[config.mk]
export PLATFORM = sky130hd
export DESIGN_NAME = atten_serial_master
export DESIGN_NICKNAME = d
export VERILOG_FILES = /design/src/rtl/atten_ser_pkg.sv /design/src/rtl/asp_phase_timer.sv /design/src/rtl/asp_word_shifter.sv /design/src/rtl/atten_serial_master.sv
export SDC_FILE = /design/constraint.sdc
export NUM_CORES = 1
export LEC_CHECK = 0
export ABC_AREA = 0
export BUFFER_PORTS_ARGS = -buffer_cell sky130_fd_sc_hd__buf_4
export CAP_MARGIN = 20
export CORE_AREA = 2 2 65 52
export CTS_CLUSTER_DIAMETER = 50
export DETAILED_ROUTE_END_ITERATION = 8
export DIE_AREA = 0 0 67 54
export GPL_TIMING_DRIVEN = 0
export PLACE_DENSITY = 0.75
export SYNTH_ARGS = -nofsm -noshare
export SYNTH_HDL_FRONTEND = slang
export SYNTH_SLANG_ARGS = --single-unit
[constraint.sdc]
create_clock -name clk -period 2.02 [get_ports clk]
set_clock_uncertainty 0.2 [all_clocks]
set_input_delay 0.404 -clock clk [delete_from_list [all_inputs] [get_ports clk]]
set_output_delay 0.404 -clock clk [all_outputs]
set_load 0.02 [all_outputs]
[src/rtl/atten_ser_pkg.sv]
package atten_ser_pkg;

    typedef enum logic [2:0] {
        ST_IDLE,
        ST_SHIFT_LOW,
        ST_SHIFT_HIGH,
        ST_LE_SETUP,
        ST_LE_PULSE,
        ST_GUARD,
        ST_DONE
    } ser_state_e;

    typedef struct packed {
        logic sclk;
        logic sdata;
        logic le;
    } ser_pins_t;

    // Nanoseconds to whole clock cycles, rounded up, never below one.
    function automatic int ns_to_cycles(input int ns, input int clk_ns);
        int c;
        c = (ns + clk_ns - 1) / clk_ns;
        if (c < 1) c = 1;
        return c;
    endfunction

    function automatic int max2(input int a, input int b);
        return (a > b) ? a : b;
    endfunction

endpackage

[src/rtl/asp_phase_timer.sv]
module asp_phase_timer #(
    parameter int TW = 8
) (
    input  logic          clk,
    input  logic          rst,
    input  logic          load,
    input  logic [TW-1:0] load_val,
    output logic [TW-1:0] count,
    output logic          expired
);

    logic [TW-1:0] cnt_q;

    always_ff @(posedge clk) begin
        if (rst)
            cnt_q <= '0;
        else if (load)
            cnt_q <= load_val;
        else if (cnt_q != '0)
            cnt_q <= cnt_q - 1'b1;
    end

    assign count   = cnt_q;
    assign expired = (cnt_q == '0);

    // Phase lengths rely on a strict one-per-cycle countdown.
    assert_countdown_step_R4: assert property (@(posedge clk) disable iff (rst)
        (!$past(rst) && !$past(load) && $past(cnt_q) != '0) |-> (cnt_q == $past(cnt_q) - 1'b1));

endmodule

[src/rtl/asp_word_shifter.sv]
module asp_word_shifter #(
    parameter int WORD_W = 6
) (
    input  logic              clk,
    input  logic              rst,
    input  logic              capture,
    input  logic [WORD_W-1:0] word_in,
    input  logic              shift,
    output logic              msb,
    output logic              last
);

    localparam int IW = (WORD_W > 1) ? $clog2(WORD_W) : 1;
    localparam logic [IW-1:0] LAST_IDX = IW'(WORD_W - 1);

    logic [WORD_W-1:0] sh_q;
    logic [IW-1:0]     idx_q;

    always_ff @(posedge clk) begin
        if (rst) begin
            sh_q  <= '0;
            idx_q <= '0;
        end else if (capture) begin
            sh_q  <= word_in;
            idx_q <= '0;
        end else if (shift) begin
            sh_q  <= sh_q << 1;
            idx_q <= idx_q + 1'b1;
        end
    end

    assign msb  = sh_q[WORD_W-1];
    assign last = (idx_q == LAST_IDX);

    // Only six bits per write: the index never runs past the last bit.
    assert_index_bounded_R10: assert property (@(posedge clk) disable iff (rst)
        (shift && !capture) |-> (idx_q != LAST_IDX));

endmodule

[src/rtl/atten_serial_master.sv]
module atten_serial_master
    import atten_ser_pkg::*;
#(
    parameter int WORD_W         = 6,
    parameter int CLK_NS         = 10,
    parameter int SCLK_HIGH_NS   = 30,
    parameter int SCLK_LOW_NS    = 30,
    parameter int SCLK_PERIOD_NS = 100,
    parameter int DATA_SETUP_NS  = 10,
    parameter int DATA_HOLD_NS   = 10,
    parameter int LE_SETUP_NS    = 10,
    parameter int LE_WIDTH_NS    = 30,
    parameter int UPDATE_NS      = 40000
) (
    input  logic              clk,
    input  logic              rst,
    input  logic              in_valid,
    output logic              in_ready,
    input  logic [WORD_W-1:0] in_word,
    output logic              busy,
    output logic              done,
    output logic              ser_clk,
    output logic              ser_data,
    output logic              ser_le
);

    localparam int HI_C   = ns_to_cycles(SCLK_HIGH_NS, CLK_NS);
    localparam int PER_C  = ns_to_cycles(SCLK_PERIOD_NS, CLK_NS);
    localparam int SU_C   = ns_to_cycles(DATA_SETUP_NS, CLK_NS);
    localparam int HD_C   = ns_to_cycles(DATA_HOLD_NS, CLK_NS);
    localparam int LO_C   = max2(max2(ns_to_cycles(SCLK_LOW_NS, CLK_NS), SU_C + HD_C),
                                 PER_C - HI_C);
    localparam int LESU_C = ns_to_cycles(LE_SETUP_NS, CLK_NS);
    localparam int LEPW_C = ns_to_cycles(LE_WIDTH_NS, CLK_NS);
    localparam int GD_C   = ns_to_cycles(UPDATE_NS, CLK_NS);
    localparam int MAX_C  = max2(max2(max2(HI_C, LO_C), max2(LESU_C, LEPW_C)), GD_C);
    localparam int TW     = $clog2(MAX_C + 1);

    localparam logic [TW-1:0] HOLD_MARK = TW'(LO_C - HD_C);

    ser_state_e    state_q;
    ser_pins_t     pins_q;
    logic          done_q;

    logic          tmr_load;
    logic [TW-1:0] tmr_val;
    logic [TW-1:0] tmr_cnt;
    logic          tmr_exp;
    logic          cap;
    logic          shf;
    logic          sh_msb;
    logic          sh_last;

    asp_phase_timer #(.TW(TW)) i_timer (
        .clk      (clk),
        .rst      (rst),
        .load     (tmr_load),
        .load_val (tmr_val),
        .count    (tmr_cnt),
        .expired  (tmr_exp)
    );

    asp_word_shifter #(.WORD_W(WORD_W)) i_shifter (
        .clk     (clk),
        .rst     (rst),
        .capture (cap),
        .word_in (in_word),
        .shift   (shf),
        .msb     (sh_msb),
        .last    (sh_last)
    );

    // Phase sequencing: which timer load and datapath step fire this cycle.
    always_comb begin
        tmr_load = 1'b0;
        tmr_val  = '0;
        cap      = 1'b0;
        shf      = 1'b0;
        unique case (state_q)
            ST_IDLE: if (in_valid) begin
                cap      = 1'b1;
                tmr_load = 1'b1;
                tmr_val  = TW'(LO_C - 1);
            end
            ST_SHIFT_LOW: if (tmr_exp) begin
                tmr_load = 1'b1;
                tmr_val  = TW'(HI_C - 1);
            end
            ST_SHIFT_HIGH: if (tmr_exp) begin
                tmr_load = 1'b1;
                if (sh_last) begin
                    tmr_val = TW'(LESU_C - 1);
                end else begin
                    shf     = 1'b1;
                    tmr_val = TW'(LO_C - 1);
                end
            end
            ST_LE_SETUP: if (tmr_exp) begin
                tmr_load = 1'b1;
                tmr_val  = TW'(LEPW_C - 1);
            end
            ST_LE_PULSE: if (tmr_exp) begin
                tmr_load = 1'b1;
                tmr_val  = TW'(GD_C - 1);
            end
            default: ;
        endcase
    end

    always_ff @(posedge clk) begin
        if (rst) begin
            state_q <= ST_IDLE;
            pins_q  <= '0;
            done_q  <= 1'b0;
        end else begin
            done_q <= 1'b0;
            unique case (state_q)
                ST_IDLE: if (in_valid) begin
                    pins_q.sdata <= in_word[WORD_W-1];
                    state_q      <= ST_SHIFT_LOW;
                end
                ST_SHIFT_LOW: begin
                    if (tmr_cnt == HOLD_MARK)
                        pins_q.sdata <= sh_msb;
                    if (tmr_exp) begin
                        pins_q.sclk <= 1'b1;
                        state_q     <= ST_SHIFT_HIGH;
                    end
                end
                ST_SHIFT_HIGH: if (tmr_exp) begin
                    pins_q.sclk <= 1'b0;
                    state_q     <= sh_last ? ST_LE_SETUP : ST_SHIFT_LOW;
                end
                ST_LE_SETUP: if (tmr_exp) begin
                    pins_q.le <= 1'b1;
                    state_q   <= ST_LE_PULSE;
                end
                ST_LE_PULSE: if (tmr_exp) begin
                    pins_q.le <= 1'b0;
                    state_q   <= ST_GUARD;
                end
                ST_GUARD: if (tmr_exp) begin
                    done_q  <= 1'b1;
                    state_q <= ST_DONE;
                end
                ST_DONE: state_q <= ST_IDLE;
                default: state_q <= ST_IDLE;
            endcase
        end
    end

    assign in_ready = (state_q == ST_IDLE);
    assign busy     = (state_q != ST_IDLE);
    assign done     = done_q;
    assign ser_clk  = pins_q.sclk;
    assign ser_data = pins_q.sdata;
    assign ser_le   = pins_q.le;

    assert_accept_starts_R1: assert property (@(posedge clk) disable iff (rst)
        (in_valid && in_ready) |=> (busy && !ser_le && !ser_clk));

    assert_le_quiet_shift_R3: assert property (@(posedge clk) disable iff (rst)
        ser_clk |-> !ser_le);

    assert_data_steady_high_R5: assert property (@(posedge clk) disable iff (rst)
        ser_clk |-> $stable(ser_data));

    assert_data_hold_fall_R5: assert property (@(posedge clk) disable iff (rst)
        $fell(ser_clk) |-> $stable(ser_data));

    assert_le_after_fall_R6: assert property (@(posedge clk) disable iff (rst)
        $rose(ser_le) |-> (!ser_clk && $past(!ser_clk)));

    assert_done_single_R8: assert property (@(posedge clk) disable iff (rst)
        done |=> (!done && in_ready));

endmodule

# ---- Word-level counts from Yosys, hierarchy flattened
# Cells that the tools add are included.
# W data, S select, Z words.
dict set report classes {
  add_sub_neg 2
  n_mul 0
  div 0
  n_lt_le_gt_ge 0
  eq_ne 14
  shift 0
  n_mux 32
  bitwise 1
  n_reduce_logical 17
}
# cell n
set op_table {}
lappend op_table {{$pmux W12 S4} 1}
lappend op_table {{$mux W12} 3}
lappend op_table {{$mux W3} 9}
lappend op_table {{$pmux W3 S6} 1}
lappend op_table {{$eq A12 B3 Y1 const B} 1}
lappend op_table {{$logic_not A12 Y1} 1}
lappend op_table {{$mux W6} 2}
lappend op_table {{$reduce_bool A12 Y1} 1}
lappend op_table {{$sub A12 B1 Y12 const B} 1}
lappend op_table {{$mux W1} 10}
lappend op_table {{$ne A2 B1 Y1 const B} 5}
lappend op_table {{$reduce_bool A2 Y1} 5}
lappend op_table {{$eq A3 B3 Y1 const B} 3}
lappend op_table {{$reduce_and A3 Y1} 3}
lappend op_table {{$pmux W1 S2} 4}
lappend op_table {{$eq A3 B2 Y1 const B} 2}
lappend op_table {{$reduce_and A6 Y1} 1}
lappend op_table {{$reduce_or A2 Y1} 3}
lappend op_table {{$mux W2} 2}
lappend op_table {{$ne A2 B2 Y1 const B} 2}
lappend op_table {{$reduce_or A4 Y1} 1}
lappend op_table {{$add A3 B1 Y3 const B} 1}
lappend op_table {{$eq A3 B1 Y1 const B} 1}
lappend op_table {{$logic_not A3 Y1} 1}
lappend op_table {{2 further kinds} 2}
dict set report totals {
  register_bits 28
  latchBits 0
  mem_bits_rw 0
  rom_bits 0
  in_bits 9
  output_inout_bits 6
  mem_count 0
}

# ---- Depth between registers and ports, before layout
# Gate-level depths: netlist (run 1).
dict set report depth {
  ltp_word 6
  depth_mapped 9
  depth_no_buf 7
}

# ---- By module
# Synthesis (run 1) repeated with hierarchy kept, for this count alone.
dict set report unflattened {
  hier_cells 196
  area_unflattened_um2 1646.6
}
# module n_inst cells_each area_each_um2
set by_module_without_submodules {}
lappend by_module_without_submodules {asp_phase_timer 1 93 729.4}
lappend by_module_without_submodules {atten_serial_master 1 61 484.2}
lappend by_module_without_submodules {asp_word_shifter 1 42 432.9}

# ---- Least setup slack after synthesis (run 1)
# Ideal clock, no wire load.
dict set report synth_path {
  path_kind {flip-flop to flip-flop}
  from {reg state_q[1]}
  to {reg i_timer.cnt_q[1], in the netlist i_timer.count[1]}
  setup_ps 91
  arrival_time_ps 1873
  t_required_ps 1729
  slack_ps -144
  stages_incl_launch_ff 6
  period_less_slack_ps 2164
  path_cell_list {dfxtp_1 clkbuf_1 nor3_1 nand2_1 clkbuf_1 a311oi_1}
}
# item line_no
set synth_rtl {}
lappend synth_rtl {{start: declaration} atten_serial_master.sv:41} ;# ser_state_e state_q;
lappend synth_rtl {{start signal: assignment} atten_serial_master.sv:132} ;# state_q <= sh_last ? ST_LE_SETUP : ST_SHIFT_LOW;
lappend synth_rtl {{$logic_not A3 Y1 (*)} n/a}
lappend synth_rtl {{via in_ready} atten_serial_master.sv:18} ;# output logic in_ready,
lappend synth_rtl {{$pmux W12 S4 or $pmux W1 S2 (tied branches)} atten_serial_master.sv:79} ;# unique case (state_q)
lappend synth_rtl {{$mux W12 or $reduce_bool A2 Y1 (tied branches)} n/a}
lappend synth_rtl {{end signal: assignment} asp_phase_timer.sv:18} ;# cnt_q <= load_val;
lappend synth_rtl {{end signal: assignment} asp_phase_timer.sv:20} ;# cnt_q <= cnt_q - 1'b1;
lappend synth_rtl {{end: declaration} asp_phase_timer.sv:12} ;# logic [TW-1:0] cnt_q;
# The timed path passes the listed nets; every way through them passes the cells marked *.
# A chain may end at the register's enable or synchronous reset.

# ---- Worst setup path after layout (run 1)
dict set report layout_path {
  from {reg i_timer.cnt_q[4], in the netlist i_timer.count[4]}
  to {reg i_timer.cnt_q[5], in the netlist i_timer.count[5]}
}
dict set report layout_via {
  elab_chain_cells 4
}
# item
set layout_lines {}
lappend layout_lines {{branches (longest 4 deep; another with $sub A12 B1 Y12)}}
# Parallel ways; which one is timed is not known. The select of a mux whose other input is x is not followed.

==> results of run 1 <==
## power by group through the flow
stage | Combinational, uW | Sequential (uW) | Clock [uW]
global route | 2640 | 948 | 383
detailed placement | 1430 | 875 | 0
floorplan | 1100 | 852 | 0
finish | 2490 | 925 | 357
CTS | 1960 | 887 | 359
global placement | 1390 | 859 | 0
## registers in the layout (all words and copies together), names as in the netlist
name and flops:
i_shifter.idx_q 3, i_shifter.sh_q 6, done 1, state_q 3, ser_le 1, ser_data 1
i_timer.count 12, ser_clk 1
## area by class of cell
cell class	instances	area, um2
inverters	7	28.78
repair buffers	35	287.8
plain buffers	8	55.05
flip-flops and latches	28	580.6
well taps	40	50.05
clock buffers	4	55.05
multi-input cells	128	1046
fillers	228	959.7
## cell usage after synthesis (all sizes together)
library cell   n
a2111oi        2
a211oi         8
a21oi         14
a221oi         1
a22oi          1
a311oi         2
a31oi          2
and3           1
buf            4
clkbuf         6
dfxtp         28
ha             4
inv            7
mux2i          6
nand2         10
nand2b         1
nand3          8
nand3b         1
nand4          1
nor2          19
nor2b          2
nor3          10
nor3b          2
nor4           5
nor4b          1
o211ai         2
o21ai          3
o31ai          2
o41a           1
o41ai          1
or2            1
or3            5
or3b           1
or4            3
xnor2          5
xor2           2
## path summary, 6_finish.rpt
check | cells after the start | start | slack, ns | end
max | 7 | i_timer.count[4] | -0.05 | i_timer.count[5]
min | 2 | rst | 0.16 | i_timer.count[0]
max reg2reg | 7 | i_timer.count[4] | -0.05 | i_timer.count[5]
min reg2reg | 2 | i_shifter.sh_q[0] | 0.29 | i_shifter.sh_q[0]
## layout by cell type, fill, tap and decap left out, types with 3 or more instances in the layout
master and count:
buf_4 35, nor2_1 18, dfxtp_1 18, a21oi_1 11
nand2_1 8, a211oi_1 7, nand3_1 7, dfxtp_2 7
mux2i_1 6, inv_1 5, nor3_4 5, xnor2_1 5
or3_4 4, nor3_1 4, clkbuf_8 4, or4_4 3
a21oi_2 3, ha_1 3, dfxtp_4 3
## what timing repair did
item / in CTS / in global routing
gates resized for setup: 24 / 35
setup buffers: 12 / 10
endpoints found under the hold margin: 0 / 0
setup endpoints to repair: 23 / 24
gates cloned: 0 / 1
pin swaps: 16 / 16
## cell families after synthesis
family,count (synthesis),share of synthesized area
AO/OA/AOI/OAI,39,0.1852
XOR/XNOR,7,0.04163
adder cells (fa/ha/maj),4,0.03399
buffers and inverters,17,0.05437
flip-flops,28,0.3806
multiplexers,6,0.04078
AND/OR/NAND/NOR,71,0.2634
## stage by stage
stage | cells | hold slack [ns] | power, uW
2_1_floorplan | 172 | 0.2472 | 1954
3_3_place_gp | 225 | 0.2554 | 2249
3_5_place_dp | 225 | 0.2726 | 2300
4_1_cts | 239 | 0.1517 | 3201
5_1_grt | 250 | 0.1567 | 3972
6_report | 250 | 0.1588 | 3773
## metal layers
metal | GRT usage | wire, um | vias to the layer above
met4 | 0.09184 | 79 | 0
met5 | 0 | 0 | -
met2 | 0.3498 | 2082 | 61
met1 | 0.3016 | 1837 | 692
li1 | - | - | 713
met3 | 0.05858 | 232 | 15
==> results.cfg, run 1 <==
[layout]
design.final.nets = 224
fin_util = 0.6867
diodes = 0
syn2layout_area_growth_pct = 42.82
drive_gt1_frac = 0.4286
fin_area_um2 = 2103

[timing]
period_minus_slack_ns = 2.068
timing.final.crit_share = 1.024
rsz0062_at_grt = true
worst_slack_ns = -0.04837
tightestPinTransition_ns = 0.6696
hold_viol = 0
clock.fmax_mhz = 483.5
setup_viol = 6
finalSetupTns_ns = -0.09274
slew_viol_final = 0
max-slew-margin-rel = 0.5519

[synthesis]
synthesis.nets = 185
synthesis.instances = 172
synth_largest_area_cell = dfxtp_1
yosysTopAreaCellShare = 0.3806
synth_warnings = 0
avgSynthCellArea_um2 = 8.562
synth_area_leaders = dfxtp_1 (38%), nor2_1 (4.8%), a21oi_1 (4.4%), mux2i_1 (4.1%), a211oi_1 (4.1%)
synth_seq_area_share = 0.3806
yosysUniqueCellTypes = 45
synth-seq-cells = 28
synth_area_um2 = 1473

[critical_path]
critPathLaunchType = flop
slowest_delay_ns = 0.52
path_delay_family = simple AND/OR/NAND/NOR gates
path_cells = or4_4 > nor3_4 > buf_6 > buf_12 > nor3_4 > xnor2_1 > nor2_1
crit_slowest_cell = or4_4
critPathArrivalTime_ns = 2.03
worstSetupPathType = flop to flop
crit_top_cell = nor3_4
cp.required_ns = 1.98
crit_path_max_fanout = 7
cp_num_buf_inv = 2
cp-end-kind = flop

[die]
die_w_um = 67
pin_count = 15
dieHeight_um = 54
dieArea_um2 = 3618
core_area_um2 = 3063
num_rows = 18
start_util = 0.4808

[power_and_ir_drop]
swShare = 0.4320
internal_power_uw = 2143
pwr-share-clk = 0.095
powerDensity_nw_per_um2 = 1794
pwr-share-seq = 0.245
worst_ir_drop_vdd_uv = 751.6
switchingPower_uw = 1630
combPwrFrac = 0.660
leakage_uw = 0.0008145

[clocking]
cts_tree = built
clock_sinks = 28
htree_levels = 1
cts.reportedPaths.clkPinSlew_ns = 0.10
hold_buffers = 0
cts_root_buf = clkbuf_8
numCtsBuffers = 3
clock_path_buffers = 2
clock_latency_ns = 0.28

[global_route]
grt_pass1_vias = 1272
grt_max_degree = 16
grt_antenna_before_repair = 0
grtUsageTotal = 0.2264
grt_remaining_overflow = 0
grt_pass1_wl_mm = 6.037

[routing]
via_per_inst = 5.924
dr.pass1.iters = 4
wl_per_cell_um = 16.93
drt-initial-drc-count = 184
drc = 0
drt_wl_total_mm = 4.232
final_antenna_net_count = 0
vias = 1481

[place]
placed_cell_area_um2 = 1638
dp_hpwl_mm = 2.523
gp_congestion = 0.8740
pre_cts_slack_ns = -0.2583
io_buffers = 13

[status]
violations = setup timing
outcome = complete, but fails checks

[job]
max_cap_viol_count = 0

[min_path]
hold_class = primary input to flop
(Power assumes the default switching activity.)
==> run 2, diff against run 1 <==
--- a/config.mk
+++ b/config.mk
@@ -10,4 +10,5 @@
 export CAP_MARGIN = 20
 export CORE_AREA = 2 2 65 52
+export CTS_BUF_LIST = sky130_fd_sc_hd__clkbuf_16
 export CTS_CLUSTER_DIAMETER = 50
 export DETAILED_ROUTE_END_ITERATION = 8
==> constraint.sdc (replaced) <==
create_clock -name clk -period 2.02 [get_ports clk]
set_clock_uncertainty 0.2 [all_clocks]
set_input_delay 0.101 -clock clk [delete_from_list [all_inputs] [get_ports clk]]
set_output_delay 0.101 -clock clk [all_outputs]
set_load 0.02 [all_outputs]
==> run 2 against run 1 <==
Against the previous run:
- the run ends with DRC, setup timing left
- sequential power shrank 0.6%
- largest power group unchanged
- register-to-register slack gained 0.02 ns
- die area is the same
- highest routed layer unchanged
- fmax grew 0.96%
- final cell count shrank 0.40%
- combinational power shrank 12%
- worst setup slack gained 0.020 ns
- total power shrank 5.2%
- critical path depth shrank 2
- clock power grew 27%
==> results.cfg, run 2 (synthesized netlist as in run 1, its figures left out) <==
[status]
outcome = complete, but fails checks
violations = DRC, setup timing

[layout]
diodes = 0
drive_gt1_frac = 0.3493
design.final.nets = 223
finalNonFillerCells = 249
nFillCells = 237
fin_util = 0.6826
layout.cells.most_common_list = buf_4 (24), dfxtp_1 (20), nor2_1 (18), a21oi_1 (13)
largest_reg_flops = 12
syn2layout_area_growth_pct = 41.97
final_common_cell = buf_4

[place]
io_buffers = 13
gp_congestion = 0.8740
place_inst = 225
dp_hpwl_mm = 2.523

[routing]
wl_met1_mm = 1.749
final_antenna_net_count = 0
highest_layer = met4
wl_per_cell_um = 16.65
via_per_inst = 5.924
drc = 2
dr_wl_met2_mm = 2.062
dr.pass1.iters = 6
vias = 1475
dr_wl_met3_um = 237
drt-initial-drc-count = 108
drt_wl_total_mm = 4.147

[min_path]
hold_class = flop to flop
min_from = i_shifter.sh_q[0]
min_path_cells = 2

[critical_path]
crit_path_max_fanout = 4
r2r_cells = 5
worstSetupPathType = flop to flop
crit_path_start = i_timer.count[11]
r2r-start = i_timer.count[11]
cp-end-kind = flop
critPathArrivalTime_ns = 2.00
cp.required_ns = 1.97
critPathLaunchType = flop

[timing]
tightestPinTransition_ns = 0.5524
setup_viol = 2
finalSetupTns_ns = -0.03468
worst_slack_ns = -0.02872
rsz0062_at_grt = true
clock.fmax_mhz = 488.1
slew_viol_final = 0
timing.final.crit_share = 1.014
max-slew-margin-rel = 0.6304
period_minus_slack_ns = 2.049
hold_viol = 0

[clocking]
htree_levels = 1
cts_tree = built
cts.reportedPaths.clkPinSlew_ns = 0.07
numCtsBuffers = 3
clock_sinks = 28
clock_path_buffers = 2
cts_root_buf = clkbuf_16
clock_latency_ns = 0.26

[global_route]
grt_max_degree = 16
grt_pass1_vias = 1301
grt_pass1_wl_mm = 6.203
grtUsageTotal = 0.2307
grt_remaining_overflow = 0
grt_antenna_before_repair = 0

[die]
pin_count = 15
dieArea_um2 = 3618
core_area_um2 = 3063
start_util = 0.4808
die_w_um = 67
dieHeight_um = 54
num_rows = 18

[power_and_ir_drop]
powerDensity_nw_per_um2 = 1712
leakage_uw = 0.0008077
finalPower_uw = 3578
worst_ir_drop_vdd_uv = 761.6

[job]
max_cap_viol_count = 0
run 2: final timing paths:
kind	endpoint	slack, ns
hold reg to reg	i_shifter.sh_q[0]	0.29
setup / recovery	i_timer.count[0]	-0.03
hold / removal	i_shifter.sh_q[0]	0.29
setup reg to reg	i_timer.count[0]	-0.03
run 2: final cells by class:
| cell class | instances | area (um2) | area share |
|---|---|---|---|
| plain buffers | 8 | 51.30 | 0.02454 |
| clock buffers | 3 | 75.07 | 0.03591 |
| clock inverters | 1 | 3.754 | 0.001795 |
| inverters | 7 | 28.78 | 0.01376 |
| multi-input cells | 128 | 997.2 | 0.4770 |
| flip-flops and latches | 28 | 580.6 | 0.2777 |
| well taps | 40 | 50.05 | 0.02394 |
| repair buffers | 34 | 304.0 | 0.1454 |
run 2: what timing repair did:
action,4_1_cts,5_1_grt
gates cloned,0,1
hold endpoints to repair,11,0
setup buffers,8,5
pin swaps,16,15
setup endpoints to repair,22,21
gates resized for setup,21,26
hold buffers,8,0
run 2: power by group:
group / leakage (uW) / switching [uW] / internal [uW] / total [uW]
logic: 0.000536 / 1130 / 1080 / 2200
registers: 0.000234 / 197 / 721 / 919
clock network: 0.0000385 / 190 / 266 / 455
total: 0.000808 / 1510 / 2060 / 3580
run 2: layer usage:
layer / GRT usage / vias up
met1: 0.3013 / 695
met2: 0.3680 / 61
met4: 0.09184 / 0
li1: - / 707
met5: 0 / -
met3: 0.05649 / 12
run 2: worst max-delay path: stages (launching register included):
cell and delay, ns:
dfxtp_4 0.37, or4_4 0.56, nor3_4 0.25, buf_6 0.16
o21ai_2 0.07, a2111oi_2 0.33
run 2: per-stage QoR:
stage,instance area [um2],setup WS (ns),hold WS [ns]
finish,2091,-0.02872,0.2853
global route,2091,-0.06852,0.3077
CTS,1958,-0.04971,0.2841
detailed placement,1638,-0.2583,0.1544
global placement,1638,-0.2533,0.1411
floorplan,1490,0.006472,0.04854
